[src/rtl/stoch_upd_pkg.sv]
package stoch_upd_pkg;

  // Pass order: bit 1 = row side negative, bit 0 = column side negative
  typedef enum logic [1:0] {
    PASS_PP = 2'b00,
    PASS_PN = 2'b01,
    PASS_NP = 2'b10,
    PASS_NN = 2'b11
  } pass_e;

  // Maximal-length Galois tap masks (right shift) for the supported widths
  function automatic logic [15:0] tap_mask(input int unsigned w);
    case (w)
      4:       return 16'h000C;
      5:       return 16'h0014;
      6:       return 16'h0030;
      7:       return 16'h0060;
      8:       return 16'h00B8;
      9:       return 16'h0110;
      10:      return 16'h0240;
      11:      return 16'h0500;
      12:      return 16'h0E08;
      default: return 16'h00B8;
    endcase
  endfunction

  // Distinct nonzero seed per stream index
  function automatic int unsigned stream_seed(input int unsigned base,
                                              input int unsigned idx,
                                              input int unsigned w);
    int unsigned period;
    period = (32'd1 << w) - 32'd1;
    return 32'd1 + ((base + 32'd7 * idx) % period);
  endfunction

  // Burst length clamp: 0 -> 1, above the limit -> limit
  function automatic int unsigned clamp_len(input int unsigned bl,
                                            input int unsigned maxl);
    if (bl == 0) return 1;
    if (bl > maxl) return maxl;
    return bl;
  endfunction

  // Saturating signed step of +1 or -1 inside [lo, hi]
  function automatic int sat_step(input int v, input logic down,
                                  input int lo, input int hi);
    int n;
    n = down ? v - 1 : v + 1;
    if (n > hi) n = hi;
    if (n < lo) n = lo;
    return n;
  endfunction

endpackage

[src/rtl/su_stream.sv]
module su_stream #(
  parameter int VAL_W = 8,
  parameter int IDX   = 0
) (
  input  logic             clk,
  input  logic             rst_n,
  input  logic             load,
  input  logic             adv,
  input  logic [VAL_W-1:0] seed,
  input  logic [VAL_W-1:0] mag,
  input  logic             en,
  output logic             pulse
);
  import stoch_upd_pkg::*;

  localparam logic [VAL_W-1:0] MASK = VAL_W'(tap_mask(VAL_W));

  logic [VAL_W-1:0] state_q;
  logic [VAL_W-1:0] state_nx;
  logic [VAL_W-1:0] seed_val;

  assign seed_val = VAL_W'(stream_seed(32'(seed), IDX, VAL_W));
  assign state_nx = (state_q >> 1) ^ (state_q[0] ? MASK : '0);

  always_ff @(posedge clk or negedge rst_n) begin
    if (!rst_n)     state_q <= VAL_W'(1);
    else if (load)  state_q <= seed_val;
    else if (adv)   state_q <= state_nx;
  end

  assign pulse = en & (state_q < mag);


  lfsr_nonzero_chk: assert property (@(posedge clk) disable iff (!rst_n)
    adv |-> state_q != '0);


  zero_mag_silent_chk: assert property (@(posedge clk) disable iff (!rst_n)
    (mag == '0) |-> !pulse);

endmodule

[src/rtl/su_seq.sv]
module su_seq #(
  parameter int MAX_BITS = 10,
  parameter int LEN_W    = 4
) (
  input  logic             clk,
  input  logic             rst_n,
  input  logic             start_i,
  input  logic [LEN_W-1:0] bl_i,
  output logic             load,
  output logic             busy,
  output logic             done,
  output logic [1:0]       pass
);
  import stoch_upd_pkg::*;

  logic             busy_q, done_q;
  logic [1:0]       pass_q;
  logic [LEN_W-1:0] step_q, len_q;
  logic             step_last;

  assign load      = start_i & ~busy_q;
  assign step_last = (step_q == len_q - LEN_W'(1));

  always_ff @(posedge clk or negedge rst_n) begin
    if (!rst_n) begin
      busy_q <= 1'b0;
      done_q <= 1'b0;
      pass_q <= PASS_PP;
      step_q <= '0;
      len_q  <= LEN_W'(1);
    end else begin
      done_q <= 1'b0;
      if (load) begin
        busy_q <= 1'b1;
        pass_q <= PASS_PP;
        step_q <= '0;
        len_q  <= LEN_W'(clamp_len(32'(bl_i), MAX_BITS));
      end else if (busy_q) begin
        if (step_last) begin
          step_q <= '0;
          if (pass_q == PASS_NN) begin
            busy_q <= 1'b0;
            done_q <= 1'b1;
          end else begin
            pass_q <= pass_q + 2'd1;
          end
        end else begin
          step_q <= step_q + LEN_W'(1);
        end
      end
    end
  end

  assign busy = busy_q;
  assign done = done_q;
  assign pass = pass_q;


  start_arms_chk: assert property (@(posedge clk) disable iff (!rst_n)
    load |=> busy_q && pass_q == PASS_PP && step_q == '0);


  fall_gives_done_chk: assert property (@(posedge clk) disable iff (!rst_n)
    $fell(busy_q) |-> done_q);


  done_single_chk: assert property (@(posedge clk) disable iff (!rst_n)
    done_q |=> !done_q);


  step_in_range_chk: assert property (@(posedge clk) disable iff (!rst_n)
    busy_q |-> (step_q < len_q) && (len_q != '0));

endmodule

[src/rtl/su_cell.sv]
module su_cell #(
  parameter int CNT_W = 4
) (
  input  logic             clk,
  input  logic             rst_n,
  input  logic             clear,
  input  logic             row_p,
  input  logic             col_p,
  input  logic             down,
  output logic             full,
  output logic             half,
  output logic [CNT_W-1:0] cnt
);
  import stoch_upd_pkg::*;

  localparam int HI = (1 << (CNT_W - 1)) - 1;
  localparam int LO = -(1 << (CNT_W - 1));

  logic [CNT_W-1:0] cnt_q;

  assign full = row_p & col_p;
  assign half = row_p ^ col_p;

  always_ff @(posedge clk or negedge rst_n) begin
    if (!rst_n)     cnt_q <= '0;
    else if (clear) cnt_q <= '0;
    else if (full)  cnt_q <= CNT_W'(sat_step(int'($signed(cnt_q)), down, LO, HI));
  end

  assign cnt = cnt_q;


  half_keeps_chk: assert property (@(posedge clk) disable iff (!rst_n)
    half |=> $stable(cnt_q));


  top_sat_chk: assert property (@(posedge clk) disable iff (!rst_n)
    (int'($signed(cnt_q)) == HI && full && !down) |=> int'($signed(cnt_q)) == HI);


  bot_sat_chk: assert property (@(posedge clk) disable iff (!rst_n)
    (int'($signed(cnt_q)) == LO && full && down) |=> int'($signed(cnt_q)) == LO);

endmodule

[src/rtl/stoch_outer_updater.sv]
module stoch_outer_updater #(
  parameter int ROWS     = 4,
  parameter int COLS     = 4,
  parameter int VAL_W    = 8,
  parameter int CNT_W    = 4,
  parameter int MAX_BITS = 10,
  parameter int LEN_W    = 4
) (
  input  logic                     clk,
  input  logic                     rst_n,
  input  logic                     start_i,
  input  logic [VAL_W-1:0]         seed_i,
  input  logic [LEN_W-1:0]         bl_i,
  input  logic [ROWS*VAL_W-1:0]    row_mag_i,
  input  logic [ROWS-1:0]          row_neg_i,
  input  logic [COLS*VAL_W-1:0]    col_mag_i,
  input  logic [COLS-1:0]          col_neg_i,
  output logic                     busy_o,
  output logic                     done_o,
  output logic [ROWS*COLS-1:0]     full_sel_o,
  output logic [ROWS*COLS-1:0]     half_sel_o,
  output logic [ROWS*COLS*CNT_W-1:0] cell_cnt_o
);

  localparam int CELLS = ROWS * COLS;

  logic                  load, busy;
  logic [1:0]            pass;
  logic                  pass_down;
  logic [ROWS*VAL_W-1:0] row_mag_q;
  logic [ROWS-1:0]       row_neg_q;
  logic [COLS*VAL_W-1:0] col_mag_q;
  logic [COLS-1:0]       col_neg_q;
  logic [ROWS-1:0]       row_p;
  logic [COLS-1:0]       col_p;

  su_seq #(.MAX_BITS(MAX_BITS), .LEN_W(LEN_W)) u_seq (
    .clk(clk), .rst_n(rst_n), .start_i(start_i), .bl_i(bl_i),
    .load(load), .busy(busy), .done(done_o), .pass(pass)
  );

  always_ff @(posedge clk or negedge rst_n) begin
    if (!rst_n) begin
      row_mag_q <= '0;
      row_neg_q <= '0;
      col_mag_q <= '0;
      col_neg_q <= '0;
    end else if (load) begin
      row_mag_q <= row_mag_i;
      row_neg_q <= row_neg_i;
      col_mag_q <= col_mag_i;
      col_neg_q <= col_neg_i;
    end
  end

  assign pass_down = pass[1] ^ pass[0];

  for (genvar r = 0; r < ROWS; r++) begin : g_row
    su_stream #(.VAL_W(VAL_W), .IDX(r)) u_rs (
      .clk(clk), .rst_n(rst_n), .load(load), .adv(busy), .seed(seed_i),
      .mag(row_mag_q[r*VAL_W +: VAL_W]),
      .en(busy & (row_neg_q[r] == pass[1])),
      .pulse(row_p[r])
    );
  end

  for (genvar c = 0; c < COLS; c++) begin : g_col
    su_stream #(.VAL_W(VAL_W), .IDX(ROWS + c)) u_cs (
      .clk(clk), .rst_n(rst_n), .load(load), .adv(busy), .seed(seed_i),
      .mag(col_mag_q[c*VAL_W +: VAL_W]),
      .en(busy & (col_neg_q[c] == pass[0])),
      .pulse(col_p[c])
    );
  end

  for (genvar r = 0; r < ROWS; r++) begin : g_cr
    for (genvar c = 0; c < COLS; c++) begin : g_cc
      su_cell #(.CNT_W(CNT_W)) u_cell (
        .clk(clk), .rst_n(rst_n), .clear(load),
        .row_p(row_p[r]), .col_p(col_p[c]), .down(pass_down),
        .full(full_sel_o[r*COLS + c]),
        .half(half_sel_o[r*COLS + c]),
        .cnt(cell_cnt_o[(r*COLS + c)*CNT_W +: CNT_W])
      );
    end
  end

  assign busy_o = busy;


  sel_only_busy_chk: assert property (@(posedge clk) disable iff (!rst_n)
    !busy_o |-> (full_sel_o == '0) && (half_sel_o == '0));


  row_sign_gate_chk: assert property (@(posedge clk) disable iff (!rst_n)
    busy_o |-> (row_p & (row_neg_q ^ {ROWS{pass[1]}})) == '0);


  start_clears_chk: assert property (@(posedge clk) disable iff (!rst_n)
    load |=> cell_cnt_o == '0);


  flag_count_chk: assert property (@(posedge clk) disable iff (!rst_n)
    $countones(full_sel_o) + $countones(half_sel_o) <= CELLS);

endmodule

[config.mk]
export PLATFORM = sky130hd
export DESIGN_NAME = stoch_outer_updater
export DESIGN_NICKNAME = d
export VERILOG_FILES = /design/src/rtl/stoch_upd_pkg.sv /design/src/rtl/su_stream.sv /design/src/rtl/su_seq.sv /design/src/rtl/su_cell.sv /design/src/rtl/stoch_outer_updater.sv
export SDC_FILE = /design/constraint.sdc
export NUM_CORES = 1
export LEC_CHECK = 0
export BUFFER_PORTS_ARGS = -buffer_cell sky130_fd_sc_hd__buf_2
export CELL_PAD_IN_SITES_DETAIL_PLACEMENT = 1
export CELL_PAD_IN_SITES_GLOBAL_PLACEMENT = 1
export CORE_ASPECT_RATIO = 0.5
export CORE_MARGIN = 3
export CORE_UTILIZATION = 46
export CTS_CLUSTER_SIZE = 40
export DETAILED_ROUTE_END_ITERATION = 10
export GPL_ROUTABILITY_DRIVEN = 0
export GPL_TIMING_DRIVEN = 0
export PLACE_DENSITY_LB_ADDON = 0.1
export REMOVE_ABC_BUFFERS = 1
export SETUP_SLACK_MARGIN = 0.4
export SYNTH_ARGS = -nofsm -noshare
export SYNTH_HDL_FRONTEND = slang
export SYNTH_SLANG_ARGS = --single-unit
[constraint.sdc]
create_clock -name clk -period 4.21 [get_ports clk]
set_input_delay 1.0525 -clock clk [delete_from_list [all_inputs] [get_ports clk]]
set_output_delay 1.0525 -clock clk [all_outputs]
set_load 0.02 [all_outputs]
==> flow_summary.json, run 1 <==
{
  "ant_nets": 0,
  "p_per_area_nw_per_um2": 1020,
  "viasPerCell": 5.70,
  "first_iter_violations": 763,
  "hold_viol": 0,
  "path_buf_inv": 3,
  "tightest_slew_ns": 1.13,
  "outcome": "finished clean",
  "instances_no_fill": 2551,
  "cts_hold_buf": 0,
  "vias": 14500,
  "synth_warnings": 0,
  "drc": 0,
  "met2_usage": 0.439,
  "synth_seq_cells": 212,
  "synth_edf_count": 0,
  "drv_cap": 0,
  "cts_buffer_depth": 3,
  "dp_hpwl_um": 32400,
  "globalRouteMet1Util": 0.353,
  "drtPass1Iterations": 5,
  "critPathSlowestCell": "dfrtp_1",
  "slew_headroom": 0.241,
  "slew_viol_final": 0,
  "dp_cells": 2430,
  "cts_tree": "yes",
  "seq_area_frac_synth": 0.323,
  "rows": 48,
  "portBuffers": 184,
  "areaGrowthSynthToFinish_pct": 20.7,
  "synth-async-reset-ratio": 1.00,
  "grt_overflow": 0,
  "clk_pin_slew_worst_paths_ns": 0.06,
  "cp-end-kind": "output pin",
  "wirelength_um": 50300,
  "fin_crit_ns": 3.95,
  "leakage_nw": 9.01,
  "antenna_found_initial": 3,
  "cp_slowest_stage_delay_ns": 0.38,
  "num_io_pins": 185,
  "synth_most_common_cell": "nand2_1",
  "layout_setup_ws_ns": 0.260,
  "crit_arrival_ns": 2.90,
  "grt_use_met3": 0.0360,
  "place_worst_setup_slack_ns": -1.71,
  "die_y_um": 140,
  "synthTopCellsByArea": "dfrtp_1 31%, ha_1 12%, o21ai_0 5.9%, nand2_1 5.2%, xnor2_1 4.9%",
  "clock-sinks": 212,
  "coreArea_um2": 34900,
  "clockRootBuffer": "clkbuf_16",
  "crit_top_cell": "a21o_1",
  "fillers": 4044,
  "critPathLaunchType": "flip-flop",
  "setup_viol": 0,
  "clkLatencyLatePin_ns": 0.53,
  "hold_class": "reg -> reg",
  "synth-main-ff-cell": "dfrtp_1",
  "syn_inst": 1895,
  "synth_area_um2": 16500,
  "path_class": "reg -> out",
  "holdWs_ns": 0.481,
  "finalCritPeriodShare": 0.938,
  "grt_max_degree": 116,
  "ys_types": 84,
  "grt_pass1_wl_um": 80600,
  "wl_per_cell_um": 19.7,
  "final_layout_size_suffix_gt1_frac": 0.214,
  "avgSynthCellArea_um2": 8.70,
  "cp.required_ns": 3.16,
  "rsz0062_at_grt": "yes",
  "worstPathCellList": "inv_2 -> ha_4 -> a21o_1 -> a21o_1 -> a21o_1 -> a21o_1 -> a21o_1 -> a21o_4 -> a21oi_4 -> buf_12 -> ha_4 -> buf_6",
  "start_util": 0.472,
  "die_w_um": 274,
  "nets": 2311,
  "synth_top_area_frac": 0.308,
  "synth_top_cell_by_area": "dfrtp_1",
  "ir_drop_mv": 0.878,
  "cp_top_family": "compound AO/OA/AOI/OAI gates",
  "grt.busiest_layer": "met2",
  "cts_buffers": 23,
  "grt_usage": 0.257,
  "dieArea_um2": 38300,
  "crit_fanout": 4,
  "fin_skew_ns": 0.0106,
  "fmax_mhz": 253,
  "htree_levels": 1,
  "grt_pass1_vias": 15000,
  "synth_commonest_cells": "229 x nand2_1, 203 x dfrtp_1, 195 x o21ai_0"
}
## per-layer routing
layer  wire length, um  vias up  part of all wire
li1                  -     6955                 -
met1             23300     7261              0.46
met2             24200      258              0.48
met3              2100       56             0.042
met4               744        0             0.015
met5                 0        -                 0
## area by class of cell
| type | count | area, um2 | area share |
|---|---|---|---|
| inverters | 107 | 424 | 0.0213 |
| diodes | 3 | 7.51 | 0.000377 |
| flip-flops and latches | 212 | 5320 | 0.267 |
| clock buffers | 29 | 628 | 0.0316 |
| repair buffers | 266 | 2050 | 0.103 |
| multi-input cells | 1445 | 10700 | 0.540 |
| clock inverters | 13 | 133 | 0.00666 |
| repair inverters | 1 | 5.00 | 0.000251 |
| well taps | 475 | 594 | 0.0299 |
## report_power, final
part / switching (W) / internal (W) / leakage [nW]
registers: 0.00102 / 0.00314 / 2.48
clock network: 0.000942 / 0.00119 / 0.378
logic: 0.00750 / 0.00660 / 6.16
total: 0.00945 / 0.0109 / 9.01
## worst paths after layout
path / startpoint / endpoint / slack [ns] / depth (start not counted)
max: col_mag_q[1]$_DFFE_PN0P_ / half_sel_o[8] / 0.26 / 12
min: row_mag_q[0]$_DFFE_PN0P_ / row_mag_q[0]$_DFFE_PN0P_ / 0.48 / 2
max reg2reg: u_seq.pass[1]$_DFFE_PN0P_ / g_cr[2].g_cc[0].u_cell.cnt[0]$_DFFE_PN0P_ / 0.90 / 9
min reg2reg: row_mag_q[0]$_DFFE_PN0P_ / row_mag_q[0]$_DFFE_PN0P_ / 0.48 / 2
max in group asynchronous: rst_n / g_row[2].u_rs.state_q[2]$_DFFE_PN0P_ / 2.52 / 2
min in group asynchronous: rst_n / g_cr[1].g_cc[3].u_cell.cnt[0]$_DFFE_PN0P_ / 0.54 / 1
## cell families (layout without fill, tap and decap cells)
group                      Yosys count  in the layout  synth area share
other                                0              3                 0
muxes                               50             50            0.0313
DFF                                212            212             0.323
and+or+nand+nor                    508            508             0.145
buffers and inverters              238            416            0.0647
AOI/OAI and AO/OA                  548            548             0.209
adders and majority gates          184            184             0.145
xor gates and xnor gates           155            155            0.0828
## what timing repair did
item	4_1_cts	5_1_grt
gates resized for setup	160	38
buffers inserted	47	27
pin swaps	76	12
endpoints found under the setup margin	82	46
cloned	1	1
## per-stage QoR
| step | power (W) | TNS (ns) | cell area [um2] | utilization |
|---|---|---|---|---|
| 2_1_floorplan | 0.0124 | -313.22 | 15800 | - |
| 3_3_place_gp | 0.0150 | -1405.44 | 17300 | 0.497 |
| 3_5_place_dp | 0.0155 | -39.43 | 17500 | 0.503 |
| 4_1_cts | 0.0200 | 0 | 19500 | 0.558 |
| 5_1_grt | 0.0223 | 0 | 19900 | 0.570 |
| 6_report | 0.0204 | 0 | 19900 | 0.570 |
## layout by cell type (no fill, tap or decap), types with 11 or more instances in the layout
master and count:
nor2_1 85, o211ai_1 17, a31oi_1 19, buf_2 145
ha_1 122, maj3_1 16, nand3b_1 11, nand2_1 229
a21o_1 69, ha_4 25, o21ai_0 191, xor2_1 61
a311oi_1 17, nor3_1 25, mux2_2 12, buf_12 13
buf_4 64, clkbuf_16 24, nand2b_1 19, a21oi_1 102
fa_1 16, dfrtp_1 202, xnor2_1 87, a22oi_1 25
buf_6 37, and3_1 11, nand3_1 42, mux2i_1 38
a211oi_1 17, inv_1 93, or2_2 17
## tightest hold or removal path: stages (launching register included)
cell     delay (ns)
dfrtp_1        0.34
nand2_1        0.05
nand2_1        0.05
## flip-flops by register name (all words and copies together), names as in the netlist
register,flops
u_seq.pass,2
u_seq.done,1
col_mag_q,32
g_row.u_rs.state_q,32
u_seq.len_q,4
g_cr.g_cc.u_cell.cnt,64
g_col.u_cs.state_q,32
u_seq.busy,1
row_neg_q,4
u_seq.step_q,4
row_mag_q,32
col_neg_q,4
No activity file was read; power rests on OpenSTA's default activity.
==> run 2: changes to the inputs <==
Settings changed: CELL_PAD_IN_SITES_DETAIL_PLACEMENT 1 to default, CELL_PAD_IN_SITES_GLOBAL_PLACEMENT 1 to default, CORE_UTILIZATION 46 to 50, PLACE_DENSITY from default to 0.7, PLACE_DENSITY_LB_ADDON 0.1 to default, REMOVE_ABC_BUFFERS 1 to default.
==> flow_summary.json, run 2 (synthesis results as in run 1) <==
{
  "cp.required_ns": 3.16,
  "leakage_nw": 9.55,
  "areaGrowthSynthToFinish_pct": 26.7,
  "cts_buffers": 23,
  "cp_slowest_stage_delay_ns": 0.41,
  "layout_setup_ws_ns": 0.111,
  "dp_cells": 2509,
  "slew_viol_final": 0,
  "cp-end-kind": "output pin",
  "drc": 0,
  "path_class": "reg -> out",
  "start_util": 0.514,
  "final_common_cell": "nand2_1",
  "dieArea_um2": 35300,
  "fin_crit_ns": 4.10,
  "rows": 46,
  "rsz0062_at_grt": "yes",
  "layout_common_cells": "229 x nand2_1, 202 x dfrtp_1, 189 x o21ai_0",
  "p_per_area_nw_per_um2": 1030,
  "fillers": 2606,
  "instances_no_fill": 2631,
  "p_clk_frac": 0.104,
  "crit_arrival_ns": 3.05,
  "grt_max_degree": 112,
  "grt_overflow": 0,
  "critPathLaunchType": "flip-flop",
  "p_sw_w": 0.00946,
  "place_worst_setup_slack_ns": -0.860,
  "crit_top_cell": "a21o_1",
  "worstPathCellList": "ha_1 -> a21o_1 -> a21o_1 -> a21o_1 -> a21o_1 -> a21o_1 -> a21o_1 -> a21oi_4 -> buf_12 -> buf_12 -> ha_4 -> buf_6 -> buf_6",
  "vias": 15300,
  "first_iter_violations": 1537,
  "grt_usage": 0.288,
  "final_area_um2": 20900,
  "die_y_um": 134,
  "wl_per_cell_um": 20.0,
  "post-route-util": 0.651,
  "hold_class": "reg -> reg",
  "synth_fp_nets": 2150,
  "grt_pass1_vias": 14400,
  "pwr-share-seq": 0.189,
  "drv_cap": 0,
  "fin_skew_ns": 0.0135,
  "die_w_um": 263,
  "final_layout_size_suffix_gt1_frac": 0.244,
  "slew_headroom": 0.404,
  "ant_nets": 0,
  "coreArea_um2": 32100,
  "place_area_um2": 18100,
  "wirelength_um": 52600,
  "portBuffers": 181,
  "fmax_mhz": 244,
  "tightest_slew_ns": 0.894,
  "cts_hold_buf": 0,
  "outcome": "finished clean",
  "crit_fanout": 4,
  "setup_viol": 0,
  "critPathSlowestCell": "dfrtp_1",
  "antenna_found_initial": 1,
  "clk_pin_slew_worst_paths_ns": 0.06,
  "nets": 2437,
  "num_io_pins": 185,
  "p_sw_frac": 0.441,
  "largest_register_ffs": 64,
  "clkLatencyLatePin_ns": 0.51,
  "cts_buffer_depth": 3,
  "comb_power_share": 0.708,
  "hold_viol": 0,
  "viasPerCell": 5.83,
  "power.internal_w": 0.0120,
  "ir_drop_mv": 1.19,
  "finalCritPeriodShare": 0.974,
  "clockRootBuffer": "clkbuf_16",
  "grt_pass1_wl_um": 81300,
  "clock-sinks": 212,
  "holdWs_ns": 0.496,
  "drtPass1Iterations": 6,
  "htree_levels": 1,
  "dp_hpwl_um": 37200,
  "cts_tree": "yes"
}
==> run 2: changes by cell type in the layout (fill, tap and decap cells not counted), sizes merged <==
| cell | delta |
|---|---|
| buf | +55 |
| diode | -2 |
| inv | +3 |
| clkinv | -4 |
| clkinvlp | -4 |
| bufinv | +2 |
| clkbuf | +73 |
==> run 2: final timing paths <==
kind	from	to	slack, ns	cells past startpoint
min in group asynchronous	rst_n	g_col[3].u_cs.state_q[1]$_DFFE_PN0P_	0.58	1
max in group asynchronous	rst_n	g_cr[0].g_cc[1].u_cell.cnt[3]$_DFFE_PN0P_	2.58	2
worst max register to register	g_row[1].u_rs.state_q[1]$_DFFE_PN0P_	g_cr[1].g_cc[1].u_cell.cnt[0]$_DFFE_PN0P_	1.29	16
worst min register to register	col_neg_q[3]$_DFFE_PN0P_	col_neg_q[3]$_DFFE_PN0P_	0.50	2
worst min-delay path	col_neg_q[3]$_DFFE_PN0P_	col_neg_q[3]$_DFFE_PN0P_	0.50	2
worst max-delay path	g_col[3].u_cs.state_q[1]$_DFFE_PN0P_	half_sel_o[11]	0.11	13
==> run 2: layout make-up <==
| cell class | instances | area (um2) | area share |
|---|---|---|---|
| clock inverter | 11 | 164 | 0.00785 |
| inverter | 107 | 419 | 0.0201 |
| buffer | 131 | 946 | 0.0453 |
| sequential | 212 | 5320 | 0.255 |
| clock buffer | 30 | 662 | 0.0317 |
| timing repair buffer | 262 | 1880 | 0.0901 |
| antenna | 1 | 2.50 | 0.000120 |
| tap | 432 | 541 | 0.0259 |
| multi-input combinational | 1445 | 10900 | 0.524 |
==> run 2: stage by stage <==
stage / TNS, ns / total power [W]
floorplan: 0 / 0.0130
global placement: -369.50 / 0.0157
detailed placement: -27.79 / 0.0161
CTS: 0 / 0.0210
global route: 0 / 0.0232
finish: 0 / 0.0214
==> run 2: what timing repair did <==
action / CTS / global route
gates resized for setup: 214 / 66
endpoints found under the setup margin: 121 / 50
buffers inserted: 40 / 40
pin swaps: 88 / 31
==> run 2: power groups by stage <==
stage                     logic (W)  registers [W]  clock network, W
after CTS                    0.0148        0.00402           0.00225
after global routing         0.0167        0.00417           0.00232
after global placement       0.0117        0.00401                 0
after floorplan             0.00888        0.00413                 0
final                        0.0152        0.00404           0.00223
after detailed placement     0.0120        0.00404                 0
==> run 2: routing by layer <==
layer | track usage | up-vias | routed length [um]
li1 | - | 7223 | -
met1 | 0.409 | 7359 | 23200
met2 | 0.449 | 654 | 23400
met3 | 0.0508 | 104 | 4310
met4 | 0.0904 | 0 | 1650
met5 | 0 | - | 0
==> run 2: worst max-delay path, delay by kind of cell (launching register included) <==
family          cells  cell delay, ns
flops               1            0.41
buf+inv             4            0.50
fa+ha+maj           2            0.48
compound gates      7            1.14
